[src/rtl/regBlkPkg.sv]
package regBlkPkg;

  localparam int NUM_FIELDS = 6;
  localparam int FLD_BOTH    = 0;
  localparam int FLD_WBUF    = 1;
  localparam int FLD_CLR     = 2;
  localparam int FLD_BYTE    = 3;
  localparam int FLD_BYTECLR = 4;
  localparam int FLD_STATUS  = 5;

  localparam int A_BOTH_LO  = 0;
  localparam int A_BOTH_HI  = 1;
  localparam int A_WBUF_LO  = 2;
  localparam int A_WBUF_HI  = 3;
  localparam int A_CLR_LO   = 4;
  localparam int A_CLR_HI   = 5;
  localparam int A_BYTE     = 6;
  localparam int A_BYTECLR  = 7;
  localparam int A_STATUS   = 8;
  localparam int LAST_ADDR  = A_STATUS;

  typedef enum logic [3:0] {
    RD_NONE, RD_BOTH_LO, RD_BOTH_HI, RD_WBUF_LO, RD_WBUF_HI,
    RD_CLR_LO, RD_CLR_HI, RD_BYTE, RD_BYTECLR, RD_STATUS
  } rdSel_e;

  typedef struct packed {
    logic   bothLoWr;
    logic   bothHiWr;
    logic   bothRdLo;
    logic   wbufLoWr;
    logic   wbufHiWr;
    logic   clrWideRd;
    logic   byteWr;
    logic   byteClrRd;
    rdSel_e rdSel;
  } ctrlStrobe_t;

endpackage

[src/rtl/regCtrl.sv]
module regCtrl
  import regBlkPkg::*;
#(
  parameter int ADDR_W = 4
) (
  input  logic                  reqValid,
  input  logic                  reqWrite,
  input  logic [ADDR_W-1:0]     reqAddr,
  output ctrlStrobe_t           strobe,
  output logic [NUM_FIELDS-1:0] fieldSwacc,
  output logic [NUM_FIELDS-1:0] fieldSwmod
);

  logic isWr;
  logic isRd;

  assign isWr = reqValid & reqWrite;
  assign isRd = reqValid & ~reqWrite;

  always_comb begin
    strobe     = '0;
    strobe.rdSel = RD_NONE;
    fieldSwacc = '0;
    fieldSwmod = '0;
    case (int'(reqAddr))
      A_BOTH_LO: begin
        strobe.bothLoWr = isWr;
        strobe.bothRdLo = isRd;
        if (isRd) strobe.rdSel = RD_BOTH_LO;
        fieldSwacc[FLD_BOTH] = isRd;
      end
      A_BOTH_HI: begin
        strobe.bothHiWr = isWr;
        if (isRd) strobe.rdSel = RD_BOTH_HI;
        fieldSwacc[FLD_BOTH] = isWr;
        fieldSwmod[FLD_BOTH] = isWr;
      end
      A_WBUF_LO: begin
        strobe.wbufLoWr = isWr;
        if (isRd) strobe.rdSel = RD_WBUF_LO;
        fieldSwacc[FLD_WBUF] = isRd;
      end
      A_WBUF_HI: begin
        strobe.wbufHiWr = isWr;
        if (isRd) strobe.rdSel = RD_WBUF_HI;
        fieldSwacc[FLD_WBUF] = reqValid;
        fieldSwmod[FLD_WBUF] = isWr;
      end
      A_CLR_LO: begin
        strobe.clrWideRd = isRd;
        if (isRd) strobe.rdSel = RD_CLR_LO;
        fieldSwacc[FLD_CLR] = isRd;
        fieldSwmod[FLD_CLR] = isRd;
      end
      A_CLR_HI: begin
        if (isRd) strobe.rdSel = RD_CLR_HI;
      end
      A_BYTE: begin
        strobe.byteWr = isWr;
        if (isRd) strobe.rdSel = RD_BYTE;
        fieldSwacc[FLD_BYTE] = reqValid;
        fieldSwmod[FLD_BYTE] = isWr;
      end
      A_BYTECLR: begin
        strobe.byteClrRd = isRd;
        if (isRd) strobe.rdSel = RD_BYTECLR;
        fieldSwacc[FLD_BYTECLR] = isRd;
        fieldSwmod[FLD_BYTECLR] = isRd;
      end
      A_STATUS: begin
        if (isRd) strobe.rdSel = RD_STATUS;
        fieldSwacc[FLD_STATUS] = isRd;
      end
      default: begin
      end
    endcase
  end

endmodule

[src/rtl/wideRwField.sv]
module wideRwField #(
  parameter int                BUS_W     = 8,
  parameter logic [2*BUS_W-1:0] RESET_VAL = '0,
  parameter bit                READ_BUF  = 1'b1
) (
  input  logic               clk,
  input  logic               rst,
  input  logic               lowWr,
  input  logic               highWr,
  input  logic               rdLo,
  input  logic [BUS_W-1:0]   wdata,
  output logic [2*BUS_W-1:0] value,
  output logic [BUS_W-1:0]   loByte,
  output logic [BUS_W-1:0]   hiByte
);

  localparam int WORD_W = 2 * BUS_W;

  logic [BUS_W-1:0] stageLo;

  always_ff @(posedge clk) begin
    if (rst) begin
      value   <= RESET_VAL;
      stageLo <= '0;
    end else begin
      if (lowWr)  stageLo <= wdata;
      if (highWr) value   <= {wdata, stageLo};
    end
  end

  assign loByte = value[BUS_W-1:0];

  generate
    if (READ_BUF) begin : gSnap
      logic [BUS_W-1:0] snapHi;
      always_ff @(posedge clk) begin
        if (rst)       snapHi <= '0;
        else if (rdLo) snapHi <= value[WORD_W-1:BUS_W];
      end
      assign hiByte = snapHi;
    end else begin : gLive
      logic unusedRdLo;
      assign unusedRdLo = rdLo;
      assign hiByte = value[WORD_W-1:BUS_W];
    end
  endgenerate

endmodule

[src/rtl/rclrField.sv]
module rclrField #(
  parameter int             BUS_W     = 8,
  parameter int             W         = 16,
  parameter logic [W-1:0]   RESET_VAL = '0,
  parameter bit             READ_BUF  = 1'b1
) (
  input  logic             clk,
  input  logic             rst,
  input  logic             clearRd,
  input  logic             hwLoad,
  input  logic [W-1:0]     hwNext,
  output logic [W-1:0]     value,
  output logic [BUS_W-1:0] hiByte
);

  always_ff @(posedge clk) begin
    if (rst)          value <= RESET_VAL;
    else if (clearRd) value <= '0;
    else if (hwLoad)  value <= hwNext;
  end

  generate
    if (READ_BUF && (W > BUS_W)) begin : gSnap
      logic [W-BUS_W-1:0] snapHi;
      always_ff @(posedge clk) begin
        if (rst)          snapHi <= '0;
        else if (clearRd) snapHi <= value[W-1:BUS_W];
      end
      assign hiByte = BUS_W'(snapHi);
    end else begin : gNone
      assign hiByte = '0;
    end
  endgenerate

endmodule

[src/rtl/regDatapath.sv]
module regDatapath
  import regBlkPkg::*;
#(
  parameter int                 BUS_W         = 8,
  parameter logic [2*BUS_W-1:0] BOTH_RESET    = 16'h1234,
  parameter logic [2*BUS_W-1:0] WBUF_RESET    = 16'hABCD,
  parameter logic [2*BUS_W-1:0] CLR_RESET     = 16'h1030,
  parameter logic [BUS_W-1:0]   BYTE_RESET    = 8'h12,
  parameter logic [BUS_W-1:0]   BYTECLR_RESET = 8'd30
) (
  input  logic               clk,
  input  logic               rst,
  input  logic               reqValid,
  input  logic [BUS_W-1:0]   reqWdata,
  input  ctrlStrobe_t        strobe,
  input  logic [2*BUS_W-1:0] hwClrNext,
  input  logic               hwClrLoad,
  input  logic [BUS_W-1:0]   hwByteClrNext,
  input  logic               hwByteClrLoad,
  input  logic [BUS_W-1:0]   hwStatusIn,
  output logic               ackValid,
  output logic [BUS_W-1:0]   ackRdata,
  output logic [2*BUS_W-1:0] bothValue,
  output logic [2*BUS_W-1:0] wbufValue,
  output logic [2*BUS_W-1:0] clrValue,
  output logic [BUS_W-1:0]   byteValue,
  output logic [BUS_W-1:0]   byteClrValue
);

  logic [BUS_W-1:0] bothLo, bothHi, wbufLo, wbufHi, clrHi, unusedByteHi;
  logic [BUS_W-1:0] rdNext;

  wideRwField #(.BUS_W(BUS_W), .RESET_VAL(BOTH_RESET), .READ_BUF(1'b1)) uBoth (
    .clk(clk), .rst(rst),
    .lowWr(strobe.bothLoWr), .highWr(strobe.bothHiWr), .rdLo(strobe.bothRdLo),
    .wdata(reqWdata), .value(bothValue), .loByte(bothLo), .hiByte(bothHi)
  );

  wideRwField #(.BUS_W(BUS_W), .RESET_VAL(WBUF_RESET), .READ_BUF(1'b0)) uWbuf (
    .clk(clk), .rst(rst),
    .lowWr(strobe.wbufLoWr), .highWr(strobe.wbufHiWr), .rdLo(1'b0),
    .wdata(reqWdata), .value(wbufValue), .loByte(wbufLo), .hiByte(wbufHi)
  );

  rclrField #(.BUS_W(BUS_W), .W(2*BUS_W), .RESET_VAL(CLR_RESET), .READ_BUF(1'b1)) uClr (
    .clk(clk), .rst(rst),
    .clearRd(strobe.clrWideRd), .hwLoad(hwClrLoad), .hwNext(hwClrNext),
    .value(clrValue), .hiByte(clrHi)
  );

  rclrField #(.BUS_W(BUS_W), .W(BUS_W), .RESET_VAL(BYTECLR_RESET), .READ_BUF(1'b0)) uByteClr (
    .clk(clk), .rst(rst),
    .clearRd(strobe.byteClrRd), .hwLoad(hwByteClrLoad), .hwNext(hwByteClrNext),
    .value(byteClrValue), .hiByte(unusedByteHi)
  );

  always_ff @(posedge clk) begin
    if (rst)                byteValue <= BYTE_RESET;
    else if (strobe.byteWr) byteValue <= reqWdata;
  end

  always_comb begin
    case (strobe.rdSel)
      RD_BOTH_LO: rdNext = bothLo;
      RD_BOTH_HI: rdNext = bothHi;
      RD_WBUF_LO: rdNext = wbufLo;
      RD_WBUF_HI: rdNext = wbufHi;
      RD_CLR_LO:  rdNext = clrValue[BUS_W-1:0];
      RD_CLR_HI:  rdNext = clrHi;
      RD_BYTE:    rdNext = byteValue;
      RD_BYTECLR: rdNext = byteClrValue;
      RD_STATUS:  rdNext = hwStatusIn;
      default:    rdNext = '0;
    endcase
  end

  always_ff @(posedge clk) begin
    if (rst) begin
      ackValid <= 1'b0;
      ackRdata <= '0;
    end else begin
      ackValid <= reqValid;
      ackRdata <= rdNext;
    end
  end

endmodule

[src/rtl/regBlockWide.sv]
module regBlockWide
  import regBlkPkg::*;
#(
  parameter int                 BUS_W         = 8,
  parameter int                 ADDR_W        = 4,
  parameter logic [2*BUS_W-1:0] BOTH_RESET    = 16'h1234,
  parameter logic [2*BUS_W-1:0] WBUF_RESET    = 16'hABCD,
  parameter logic [2*BUS_W-1:0] CLR_RESET     = 16'h1030,
  parameter logic [BUS_W-1:0]   BYTE_RESET    = 8'h12,
  parameter logic [BUS_W-1:0]   BYTECLR_RESET = 8'd30
) (
  input  logic                  clk,
  input  logic                  rst,
  input  logic                  reqValid,
  input  logic                  reqWrite,
  input  logic [ADDR_W-1:0]     reqAddr,
  input  logic [BUS_W-1:0]      reqWdata,
  output logic                  ackValid,
  output logic [BUS_W-1:0]      ackRdata,
  output logic [2*BUS_W-1:0]    bothValue,
  output logic [2*BUS_W-1:0]    wbufValue,
  output logic [2*BUS_W-1:0]    clrValue,
  input  logic [2*BUS_W-1:0]    hwClrNext,
  input  logic                  hwClrLoad,
  output logic [BUS_W-1:0]      byteValue,
  output logic [BUS_W-1:0]      byteClrValue,
  input  logic [BUS_W-1:0]      hwByteClrNext,
  input  logic                  hwByteClrLoad,
  input  logic [BUS_W-1:0]      hwStatusIn,
  output logic [NUM_FIELDS-1:0] fieldSwacc,
  output logic [NUM_FIELDS-1:0] fieldSwmod
);

  ctrlStrobe_t strobe;

  regCtrl #(.ADDR_W(ADDR_W)) uCtrl (
    .reqValid(reqValid), .reqWrite(reqWrite), .reqAddr(reqAddr),
    .strobe(strobe), .fieldSwacc(fieldSwacc), .fieldSwmod(fieldSwmod)
  );

  regDatapath #(
    .BUS_W(BUS_W), .BOTH_RESET(BOTH_RESET), .WBUF_RESET(WBUF_RESET),
    .CLR_RESET(CLR_RESET), .BYTE_RESET(BYTE_RESET), .BYTECLR_RESET(BYTECLR_RESET)
  ) uData (
    .clk(clk), .rst(rst), .reqValid(reqValid), .reqWdata(reqWdata), .strobe(strobe),
    .hwClrNext(hwClrNext), .hwClrLoad(hwClrLoad),
    .hwByteClrNext(hwByteClrNext), .hwByteClrLoad(hwByteClrLoad),
    .hwStatusIn(hwStatusIn), .ackValid(ackValid), .ackRdata(ackRdata),
    .bothValue(bothValue), .wbufValue(wbufValue), .clrValue(clrValue),
    .byteValue(byteValue), .byteClrValue(byteClrValue)
  );

endmodule

[config.mk]
export PLATFORM = sky130hd
export DESIGN_NAME = regBlockWide
export DESIGN_NICKNAME = d
export VERILOG_FILES = /design/src/rtl/regBlkPkg.sv /design/src/rtl/regCtrl.sv /design/src/rtl/wideRwField.sv /design/src/rtl/rclrField.sv /design/src/rtl/regDatapath.sv /design/src/rtl/regBlockWide.sv
export SDC_FILE = /design/constraint.sdc
export NUM_CORES = 1
export LEC_CHECK = 0
export ABC_AREA = 1
export BUFFER_PORTS_ARGS = -buffer_cell sky130_fd_sc_hd__buf_4
export CELL_PAD_IN_SITES_DETAIL_PLACEMENT = 0
export CELL_PAD_IN_SITES_GLOBAL_PLACEMENT = 1
export CORE_ASPECT_RATIO = 1.2
export CORE_MARGIN = 2
export CORE_UTILIZATION = 36
export CTS_CLUSTER_DIAMETER = 60
export DETAILED_ROUTE_END_ITERATION = 7
export PLACE_DENSITY_LB_ADDON = 0.1
export REMOVE_ABC_BUFFERS = 1
export SLEW_MARGIN = 20
export SYNTH_ARGS = -nofsm -noshare
export SYNTH_HDL_FRONTEND = slang
export SYNTH_SLANG_ARGS = --single-unit
[constraint.sdc]
create_clock -name clk -period 1.6 [get_ports clk]
set_input_delay 0.32 -clock clk [delete_from_list [all_inputs] [get_ports clk]]
set_output_delay 0.32 -clock clk [all_outputs]
set_load 0.03 [all_outputs]
==> qor.csv <==
metric,value,unit
outcome,"complete, no violations",
Synth cell types,23,
largest net degree at the start of global routing,58,
Antenna Nets Post-Route,0,
Worst EP arrival,1.24,ns
via count of the first global-routing pass,3932,
Setup TNS,0,ns
htree depth,3,
Worst Path Required,1.28,ns
Via Count,4240,
Fillers,1260,
part of the power in registers,46.3,%
Routability Congestion,0.842,
YS warnings,0,
"most common cell after layout, fill and taps aside",nand2_1,
Critical Path End Type,output pin,
chip width,105,um
antenna fix cells,0,
fin cells,908,
"top cells by area, synth","dfxtp_1 (48%), nand2_1 (14%), a21oi_1 (7.6%)",
placed cells,889,
TritonCTS Buffers,9,
routed wire length per instance,13.9,um
fin crit share,97.7,%
vias per std cell,4.67,
CP Class,input port to output pin,
core area,0.0120,mm2
largest fanout on the critical path,11,
Starting Density,36.4,%
LEAKAGE,2.74,nW
Clock Skew,0.00858,ns
maximum vdd drop,0.000566,V
max-cap viol count,0,
Yosys top cell by area,dfxtp_1,
Final Hold Viols,0,
cts hold-fix bufs,0,
Fmax,0.640,GHz
Worst R2R Path Depth,4,
Synth Register Bits,105,
Skew-Pair Late Insertion Delay,0.35,ns
Net Sw Power,1.38,mW
FP Rows,44,
multi-input logic area,0.00189,mm2
Mapped Cells,602,
internal power,4.50,mW
Comb pwr share,10.1,%
design area,0.00598,mm2
max-slew violation count,0,
1st-iter DRT viols,144,
layout cells sized above 1,26.9,%
first-pass GRT wire length,19900,um
register area,0.00210,mm2
I/O Buffers,133,
Area Growth Syn to Fin,36.8,%
post-layout minimum cycle time,1.56,ns
"CTS clk-pin slew, worst paths",0.07,ns
startpoint types,input port,
IO Count,135,
smallest hold slack,0.173,ns
Pwr per Cell Area,983,mW/mm2
worst min-delay path category,input port to register,
most frequent cells in the layout,"nand2_1 (159), buf_4 (158), dfxtp_1 (105)",
total track usage,19.1,%
register area share after synthesis,48.1,%
CTS root buf,clkbuf_16,
initial antenna violation count,0,
Clock Path Buffers,2,
post-placement cell area,0.00561,mm2
DRC Markers,0,
hold path depth,3,
Die Footprint,0.0131,mm2
switch share,23.5,%
total global routing overflow,0,
routed wire length,12600,um
CTS tree,done,
Mapped Area,0.00437,mm2
drt first pass iters,6,
Final Util,49.9,%
clock sink count,105,
clock power share,43.6,%
syn_area_per_cell,7.27,um2
setup violators final,0,
Layout Nets,792,
Die Ht,125,um
Synth top area share,48.1,%
post-DP HPWL,9690,um
power groups by stage:
stage	combinational, mW	clock (mW)	sequential (mW)
after floorplan	0.184	0	2.88
after global placement	0.587	0	2.78
after detailed placement	0.594	0	2.78
after CTS	0.595	2.64	2.72
after global routing	0.644	2.75	2.73
final	0.597	2.56	2.72
critical path, stage by stage:
cell and delay [ns]:
buf_4 0.13, nor2_2 0.18, buf_4 0.22, nand2_2 0.10
inv_1 0.12, buf_4 0.17
area by class of cell:
class	count	share of cell area, %
clock buffers	11	4.06
flip-flops and latches	105	35.1
repair buffers	162	21.2
inverters	46	2.91
multi-input cells	418	31.6
well taps	161	3.37
clock inverters	5	1.80
Yosys cell counts:
library cell,n
o211ai_1,5
buf_6,4
nand3_1,54
nand2_1,160
buf_4,9
a21oi_1,66
nor2_2,7
nand2_4,1
o21ai_0,56
inv_1,41
inv_2,3
buf_2,9
dfxtp_1,105
o211ai_2,2
conb_1,1
nor2_1,57
nand4_1,1
buf_8,1
nor2_4,3
nand2_2,5
clkinv_2,1
clkinv_1,1
clkbuf_1,10
timing repair:
item / in CTS / in global routing
resized for setup: 0 / 2
buffers inserted: 0 / 3
endpoints found under the setup margin: 0 / 2
metal layers:
layer  GRT usage, %  routed length, um  up-vias  share of wire [%]
met5              0                  0        -                  0
met4           6.59                184        0                1.5
met3           3.87                577       14                4.6
met2           32.3               6220      103                 49
met1           24.2               5640     1907                 45
li1               -                  -     2216                  -
stage by stage:
step / setup slack (ns) / power (mW)
after global placement: 0.0446 / 3.37
final: 0.0375 / 5.88
after floorplan: -0.216 / 3.06
after detailed placement: 0.0399 / 3.38
after global routing: -0.000380 / 6.12
after CTS: 0.0381 / 5.96
registers in the layout, summed over array words and instances, names as in the netlist:
register and flops:
uData.uByteClr.value 8, uData.uWbuf.stageLo 8, uData.byteValue 8, uData.uClr.value 16, uData.ackValid 1, uData.uBoth.stageLo 8, uData.uWbuf.value 16, uData.uClr.hiByte 8
uData.ackRdata 8, uData.uBoth.value 16, uData.uBoth.hiByte 8
cells by family after synthesis:
group                  count (synthesis)  synth area share [%]
other                                  1                0.0857
DFF                                  105                  48.1
buffers and inverters                 79                  8.78
and+or+nand+nor                      288                  27.7
AOI/OAI and AO/OA                    129                  15.4
path summary, 6_finish.rpt:
check,from,end,slack (ns)
worst max-delay path,reqAddr[1],fieldSwacc[2],0.04
worst min-delay path,hwByteClrNext[3],uData.uByteClr.value[3],0.17
worst max register to register,uData.byteValue[3],uData.ackRdata[3],0.73
worst min register to register,uData.uClr.hiByte[0],uData.uClr.hiByte[0],0.45
Note: power is estimated with default switching activity, not from simulation.
